$ cat src/rtl/wwdt_pkg.sv
package wwdt_pkg;

  typedef enum logic [1:0] {
    CAUSE_NONE  = 2'b00,
    CAUSE_EARLY = 2'b01,
    CAUSE_LATE  = 2'b10
  } cause_e;

  // count sits in the forbidden part of the window
  function automatic logic in_forbidden(input logic [31:0] count, input logic [31:0] open_thr);
    return count < open_thr;
  endfunction

  // count has reached the end of the window
  function automatic logic at_timeout(input logic [31:0] count, input logic [31:0] tmo_thr);
    return count >= tmo_thr;
  endfunction

  // a threshold pair is usable only if it leaves a non-empty window
  function automatic logic thresholds_ok(input logic [31:0] open_thr, input logic [31:0] tmo_thr);
    return open_thr < tmo_thr;
  endfunction

endpackage

$ cat src/rtl/wwdt_ctrl.sv
module wwdt_ctrl
  import wwdt_pkg::*;
#(
  parameter int CNT_W     = 16,
  parameter int DEF_OPEN  = 8,
  parameter int DEF_LIMIT = 20
) (
  input  logic             clk,
  input  logic             rst,
  input  logic             arm,
  input  logic             cfg_write,
  input  logic [CNT_W-1:0] cfg_open,
  input  logic [CNT_W-1:0] cfg_timeout,
  output logic             armed,
  output logic [CNT_W-1:0] open_q,
  output logic [CNT_W-1:0] limit_q,
  output logic             cfg_error
);

  localparam logic [CNT_W-1:0] RST_OPEN  = CNT_W'(DEF_OPEN);
  localparam logic [CNT_W-1:0] RST_LIMIT = CNT_W'(DEF_LIMIT);

  logic write_allowed;
  logic write_good;
  logic write_bad;

  assign write_allowed = cfg_write && !armed;
  assign write_good    = write_allowed && thresholds_ok(32'(cfg_open), 32'(cfg_timeout));
  assign write_bad     = write_allowed && !write_good;

  always_ff @(posedge clk) begin
    if (rst) begin
      armed     <= 1'b0;
      open_q    <= RST_OPEN;
      limit_q   <= RST_LIMIT;
      cfg_error <= 1'b0;
    end else begin
      if (arm) armed <= 1'b1;
      if (write_good) begin
        open_q    <= cfg_open;
        limit_q   <= cfg_timeout;
        cfg_error <= 1'b0;
      end else if (write_bad) begin
        cfg_error <= 1'b1;
      end
    end
  end

  a_r10_arm_one_way: assert property (@(posedge clk) disable iff (rst)
    armed |=> armed);

  a_r8_cfg_frozen: assert property (@(posedge clk) disable iff (rst)
    armed |=> ($stable(open_q) && $stable(limit_q) && $stable(cfg_error)));

  a_r9_cfg_order: assert property (@(posedge clk) disable iff (rst)
    open_q < limit_q);

endmodule

$ cat src/rtl/wwdt_window.sv
module wwdt_window
  import wwdt_pkg::*;
#(
  parameter int CNT_W = 16
) (
  input  logic             clk,
  input  logic             rst,
  input  logic             armed,
  input  logic             service,
  input  logic [CNT_W-1:0] open_q,
  input  logic [CNT_W-1:0] limit_q,
  output logic [CNT_W-1:0] count,
  output logic             early_evt,
  output logic             late_evt,
  output logic             ok_evt
);

  logic tmo_hit;
  logic forbidden;
  logic any_evt;

  assign tmo_hit   = armed && at_timeout(32'(count), 32'(limit_q));
  assign forbidden = in_forbidden(32'(count), 32'(open_q));
  // timeout wins over a coincident service
  assign late_evt  = tmo_hit;
  assign early_evt = armed && service && !tmo_hit && forbidden;
  assign ok_evt    = armed && service && !tmo_hit && !forbidden;
  assign any_evt   = early_evt || late_evt || ok_evt;

  always_ff @(posedge clk) begin
    if (rst || !armed) count <= '0;
    else if (any_evt)  count <= '0;
    else               count <= count + 1'b1;
  end

  a_r4_cnt_bound: assert property (@(posedge clk) disable iff (rst)
    armed |-> (count <= limit_q));

  a_r3_restart: assert property (@(posedge clk) disable iff (rst)
    ok_evt |=> (count == '0));

endmodule

$ cat src/rtl/wwdt_report.sv
module wwdt_report
  import wwdt_pkg::*;
(
  input  logic       clk,
  input  logic       rst,
  input  logic       early_evt,
  input  logic       late_evt,
  input  logic       cause_clear,
  output logic       wdg_reset_req,
  output logic [1:0] fault_cause
);

  cause_e cause_q;

  always_ff @(posedge clk) begin
    if (rst) begin
      wdg_reset_req <= 1'b0;
      cause_q       <= CAUSE_NONE;
    end else begin
      wdg_reset_req <= early_evt || late_evt;
      if (early_evt)        cause_q <= CAUSE_EARLY;
      else if (late_evt)    cause_q <= CAUSE_LATE;
      else if (cause_clear) cause_q <= CAUSE_NONE;
    end
  end

  assign fault_cause = cause_q;

  a_r2_early_cause: assert property (@(posedge clk) disable iff (rst)
    early_evt |=> (wdg_reset_req && fault_cause == CAUSE_EARLY));

  a_r4_late_cause: assert property (@(posedge clk) disable iff (rst)
    late_evt |=> (wdg_reset_req && fault_cause == CAUSE_LATE));

  a_r7_cause_hold: assert property (@(posedge clk) disable iff (rst)
    (!early_evt && !late_evt && !cause_clear) |=> $stable(fault_cause));

endmodule

$ cat src/rtl/window_watchdog.sv
module window_watchdog
  import wwdt_pkg::*;
#(
  parameter int CNT_W     = 16,
  parameter int DEF_OPEN  = 8,
  parameter int DEF_LIMIT = 20
) (
  input  logic             clk,
  input  logic             rst,
  input  logic             arm,
  input  logic             service,
  input  logic             cause_clear,
  input  logic             cfg_write,
  input  logic [CNT_W-1:0] cfg_open,
  input  logic [CNT_W-1:0] cfg_timeout,
  output logic             armed,
  output logic             wdg_reset_req,
  output logic [1:0]       fault_cause,
  output logic             cfg_error
);

  logic [CNT_W-1:0] open_q;
  logic [CNT_W-1:0] limit_q;
  logic [CNT_W-1:0] win_count;
  logic             early_evt;
  logic             late_evt;
  logic             ok_evt;

  wwdt_ctrl #(
    .CNT_W(CNT_W), .DEF_OPEN(DEF_OPEN), .DEF_LIMIT(DEF_LIMIT)
  ) u_ctrl (
    .clk(clk), .rst(rst), .arm(arm), .cfg_write(cfg_write),
    .cfg_open(cfg_open), .cfg_timeout(cfg_timeout),
    .armed(armed), .open_q(open_q), .limit_q(limit_q), .cfg_error(cfg_error)
  );

  wwdt_window #(.CNT_W(CNT_W)) u_window (
    .clk(clk), .rst(rst), .armed(armed), .service(service),
    .open_q(open_q), .limit_q(limit_q), .count(win_count),
    .early_evt(early_evt), .late_evt(late_evt), .ok_evt(ok_evt)
  );

  wwdt_report u_report (
    .clk(clk), .rst(rst), .early_evt(early_evt), .late_evt(late_evt),
    .cause_clear(cause_clear), .wdg_reset_req(wdg_reset_req),
    .fault_cause(fault_cause)
  );

  a_r1_quiet_disarmed: assert property (@(posedge clk) disable iff (rst)
    !armed |-> !wdg_reset_req);

  a_r6_fault_restarts: assert property (@(posedge clk) disable iff (rst)
    wdg_reset_req |-> (win_count == '0));

  a_r5_tie_is_late: assert property (@(posedge clk) disable iff (rst)
    (armed && service && win_count == limit_q) |=> (fault_cause == CAUSE_LATE));

endmodule

$ cat config.mk
export PLATFORM = sky130hd
export DESIGN_NAME = window_watchdog
export DESIGN_NICKNAME = d
export VERILOG_FILES = /design/src/rtl/wwdt_pkg.sv /design/src/rtl/wwdt_ctrl.sv /design/src/rtl/wwdt_window.sv /design/src/rtl/wwdt_report.sv /design/src/rtl/window_watchdog.sv
export SDC_FILE = /design/constraint.sdc
export NUM_CORES = 1
export LEC_CHECK = 0
export ABC_AREA = 1
export BUFFER_PORTS_ARGS = -buffer_cell sky130_fd_sc_hd__buf_2
export CORE_MARGIN = 4
export CORE_UTILIZATION = 59
export DETAILED_ROUTE_END_ITERATION = 8
export PLACE_DENSITY = 0.88
export SYNTH_ARGS = -nofsm -noshare
export SYNTH_HDL_FRONTEND = slang
export SYNTH_SLANG_ARGS = --single-unit
$ cat constraint.sdc
create_clock -name clk -period 2 [get_ports clk]
set_input_delay 0.2 -clock clk [delete_from_list [all_inputs] [get_ports clk]]
set_output_delay 0.2 -clock clk [all_outputs]
set_load 0.005 [all_outputs]
==> flow_summary.ini <==
[run_status]
status = finished, final reports clean

[drt]
drt-initial-drc-count = 159
viasPerCell = 5.09
wirelength_um = 7740
vias = 3278
wl_per_cell_um = 12.0
first_pass_iters = 5
drtAntennaViolNets = 0
route.detailed.drc = 0

[cells_and_area]
antenna-diode-count = 0
drive_above_1_share_pct = 15.8
fin_nets = 653
syn_to_final_growth_pct = 11.3
layout_common_cells = inv_1 (112), nand2_1 (103), nor2_1 (61)
final_common_cell = inv_1

[clock_tree]
ctsHoldBuffers = 0
cts_buffers = 5
ctsHtreeMaxLevel = 2
cts.sinks = 53
insertion_delay_ns = 0.32
tritoncts = done
clockBufferDepth = 2
path_clk_slew_ns = 0.10
cts-root-buf = clkbuf_8

[timing]
fin_ws_ns = 0.182
finalSetupViolCount = 0
hold_viol_final = 0
slew_headroom_pct = 76.1
skew_ns = 0.0113
fmax_ghz = 0.550
fin_crit_ns = 1.82
finalCritPeriodShare_pct = 90.9
final.setup.tns_ns = 0
tightest_slew_ns = 0.355
rsz0062_at_grt = false
slew_violations = 0

[synth]
synthTopCellsByArea = dfxtp_1 (29%), ha_1 (16%), inv_1 (12%), nand2_1 (11%), nor2_1 (6.4%)
ys_seq_area_share_pct = 29.4
synth_compound_area_share_pct = 6.28
synth.cell_area_um2 = 3610
synth_seq_cells = 53
synth-warning-count = 0
syn_inst = 522
synth_cell_type_count = 35
post_synth_mux_area_share_pct = 0
synth_fa_ha_area_share_pct = 16.3
yosys.area.top_type = dfxtp_1
syn_area_per_cell_um2 = 6.91
synth-xor-area-share_pct = 1.46
synthSimpleGateAreaFrac_pct = 31.5
synth_top_area_share_pct = 29.4
synth_top_family_by_area = simple AND/OR/NAND/NOR gates
synth_fp_nets = 607

[setup_path]
cp-start-kind = flip-flop
cp.arrival_ns = 2.06
crit_required_ns = 2.24
crit_path_end_kind = flip-flop
setup.worst_path.class = flip-flop to flip-flop
r2r.worst_path.cells = 11
crit_fanout = 16

[power_and_ir_drop]
p_per_area_nw_per_um2 = 583
irDropWorstVdd_mv = 0.330
p_leak_nw = 2.19

[global_routing]
grt_max_degree = 33
gr-total-overflow = 0
grt_pass1_vias = 3142
track_usage_pct = 22.4
grt_pass1_wl_um = 13500
antenna_found_initial = 0

[floorplanning]
row_count = 28
io_pins = 43
fp.dieArea_um2 = 7430
die_h_um = 86.2
die_x_um = 86.2
core_um2 = 5920
start_util_pct = 60.9

[place]
place_ws_ns = 0.112
numPortBuffers = 42
dp.final_hpwl_um = 6160
gp_congestion = 0.922

[min_path]
hold_path_depth = 3
hp-class = input port to flip-flop

[flow_run]
cap_violations = 0
path summary, 6_finish.rpt:
kind,endpoint,slack (ns),from
max,u_window.count[5],0.18,u_ctrl.limit_q[5]
min,u_ctrl.armed,0.09,arm
max reg2reg,u_window.count[5],0.18,u_ctrl.limit_q[5]
min reg2reg,u_ctrl.limit_q[4],0.47,u_ctrl.limit_q[4]
critical path: stages, from the launching register on:
cell and delay, ns:
dfxtp_1 0.32, inv_1 0.07, ha_1 0.32, nand2_1 0.07, inv_1 0.04, o21ai_1 0.15, nand2_1 0.08, nor2_1 0.11
nand2_1 0.07, nand2_1 0.14, nand3_4 0.20, nor3_1 0.18
synthesized netlist by cell type, drive strengths merged:
master / number
nand4: 37
ha: 47
xnor2: 3
nor3b: 1
xor2: 3
o21bai: 1
a21oi: 25
a21o: 1
o21a: 3
nand3: 12
and3: 1
a31oi: 2
clkbuf: 5
buf: 11
clkinv: 1
dfxtp: 53
nor2: 65
nand2: 119
inv: 113
o21ai: 8
nor3: 10
nor4: 1
power breakdown:
| group | switching [mW] | internal, mW |
|---|---|---|
| Combinational | 0.331 | 0.205 |
| Sequential | 0.0212 | 1.12 |
| Clock | 0.379 | 0.288 |
| Total | 0.731 | 1.61 |
stage by stage:
step | utilization [%] | power [mW] | cell area (um2) | hold slack (ns) | instances
after floorplan | - | 1.55 | 3610 | 0.269 | 522
after global placement | 66.0 | 1.66 | 3910 | 0.407 | 636
after detailed placement | 66.0 | 1.69 | 3910 | 0.427 | 636
after CTS | 67.7 | 2.34 | 4010 | 0.101 | 644
after global routing | 67.9 | 2.48 | 4020 | 0.150 | 644
final | 67.9 | 2.34 | 4020 | 0.0927 | 644
flip-flops by register name, indices dropped and copies added (netlist names):
signal,count
u_ctrl.cfg_error,1
u_ctrl.open_q,16
u_report.wdg_reset_req,1
u_report.fault_cause,2
u_ctrl.armed,1
u_window.count,16
u_ctrl.limit_q,16
final cells by class:
cell class / instances / area (um2)
multi-input combinational: 339 / 2010
fill: 467 / 1900
sequential: 53 / 1060
inverter: 114 / 428
timing repair buffer: 55 / 320
tap: 75 / 93.8
clock buffer: 6 / 82.6
clock inverter: 2 / 17.5
what timing repair did:
item | CTS | global route
resized for setup | 0 | 2
setup endpoints to repair | 0 | 11
setup buffers | 0 | 0
logic make-up (layout without fill, tap and decap cells):
group | Yosys count | after routing
simple gates | 246 | 246
buf+inv | 130 | 177
flops | 53 | 53
fa+ha+maj | 47 | 47
compound gates | 40 | 40
xor+xnor | 6 | 6
per-layer routing:
metal  wire (um)  track usage, %  part of all wire, %  vias up
met5           0               0                    0        -
met4         195            8.36                  2.5        0
met3         458            3.71                  5.9       22
met2        3380            37.0                   44      116
met1        3710            29.4                   48     1409
li1            -               -                    -     1731
Power figures use the tool's default switching activity.
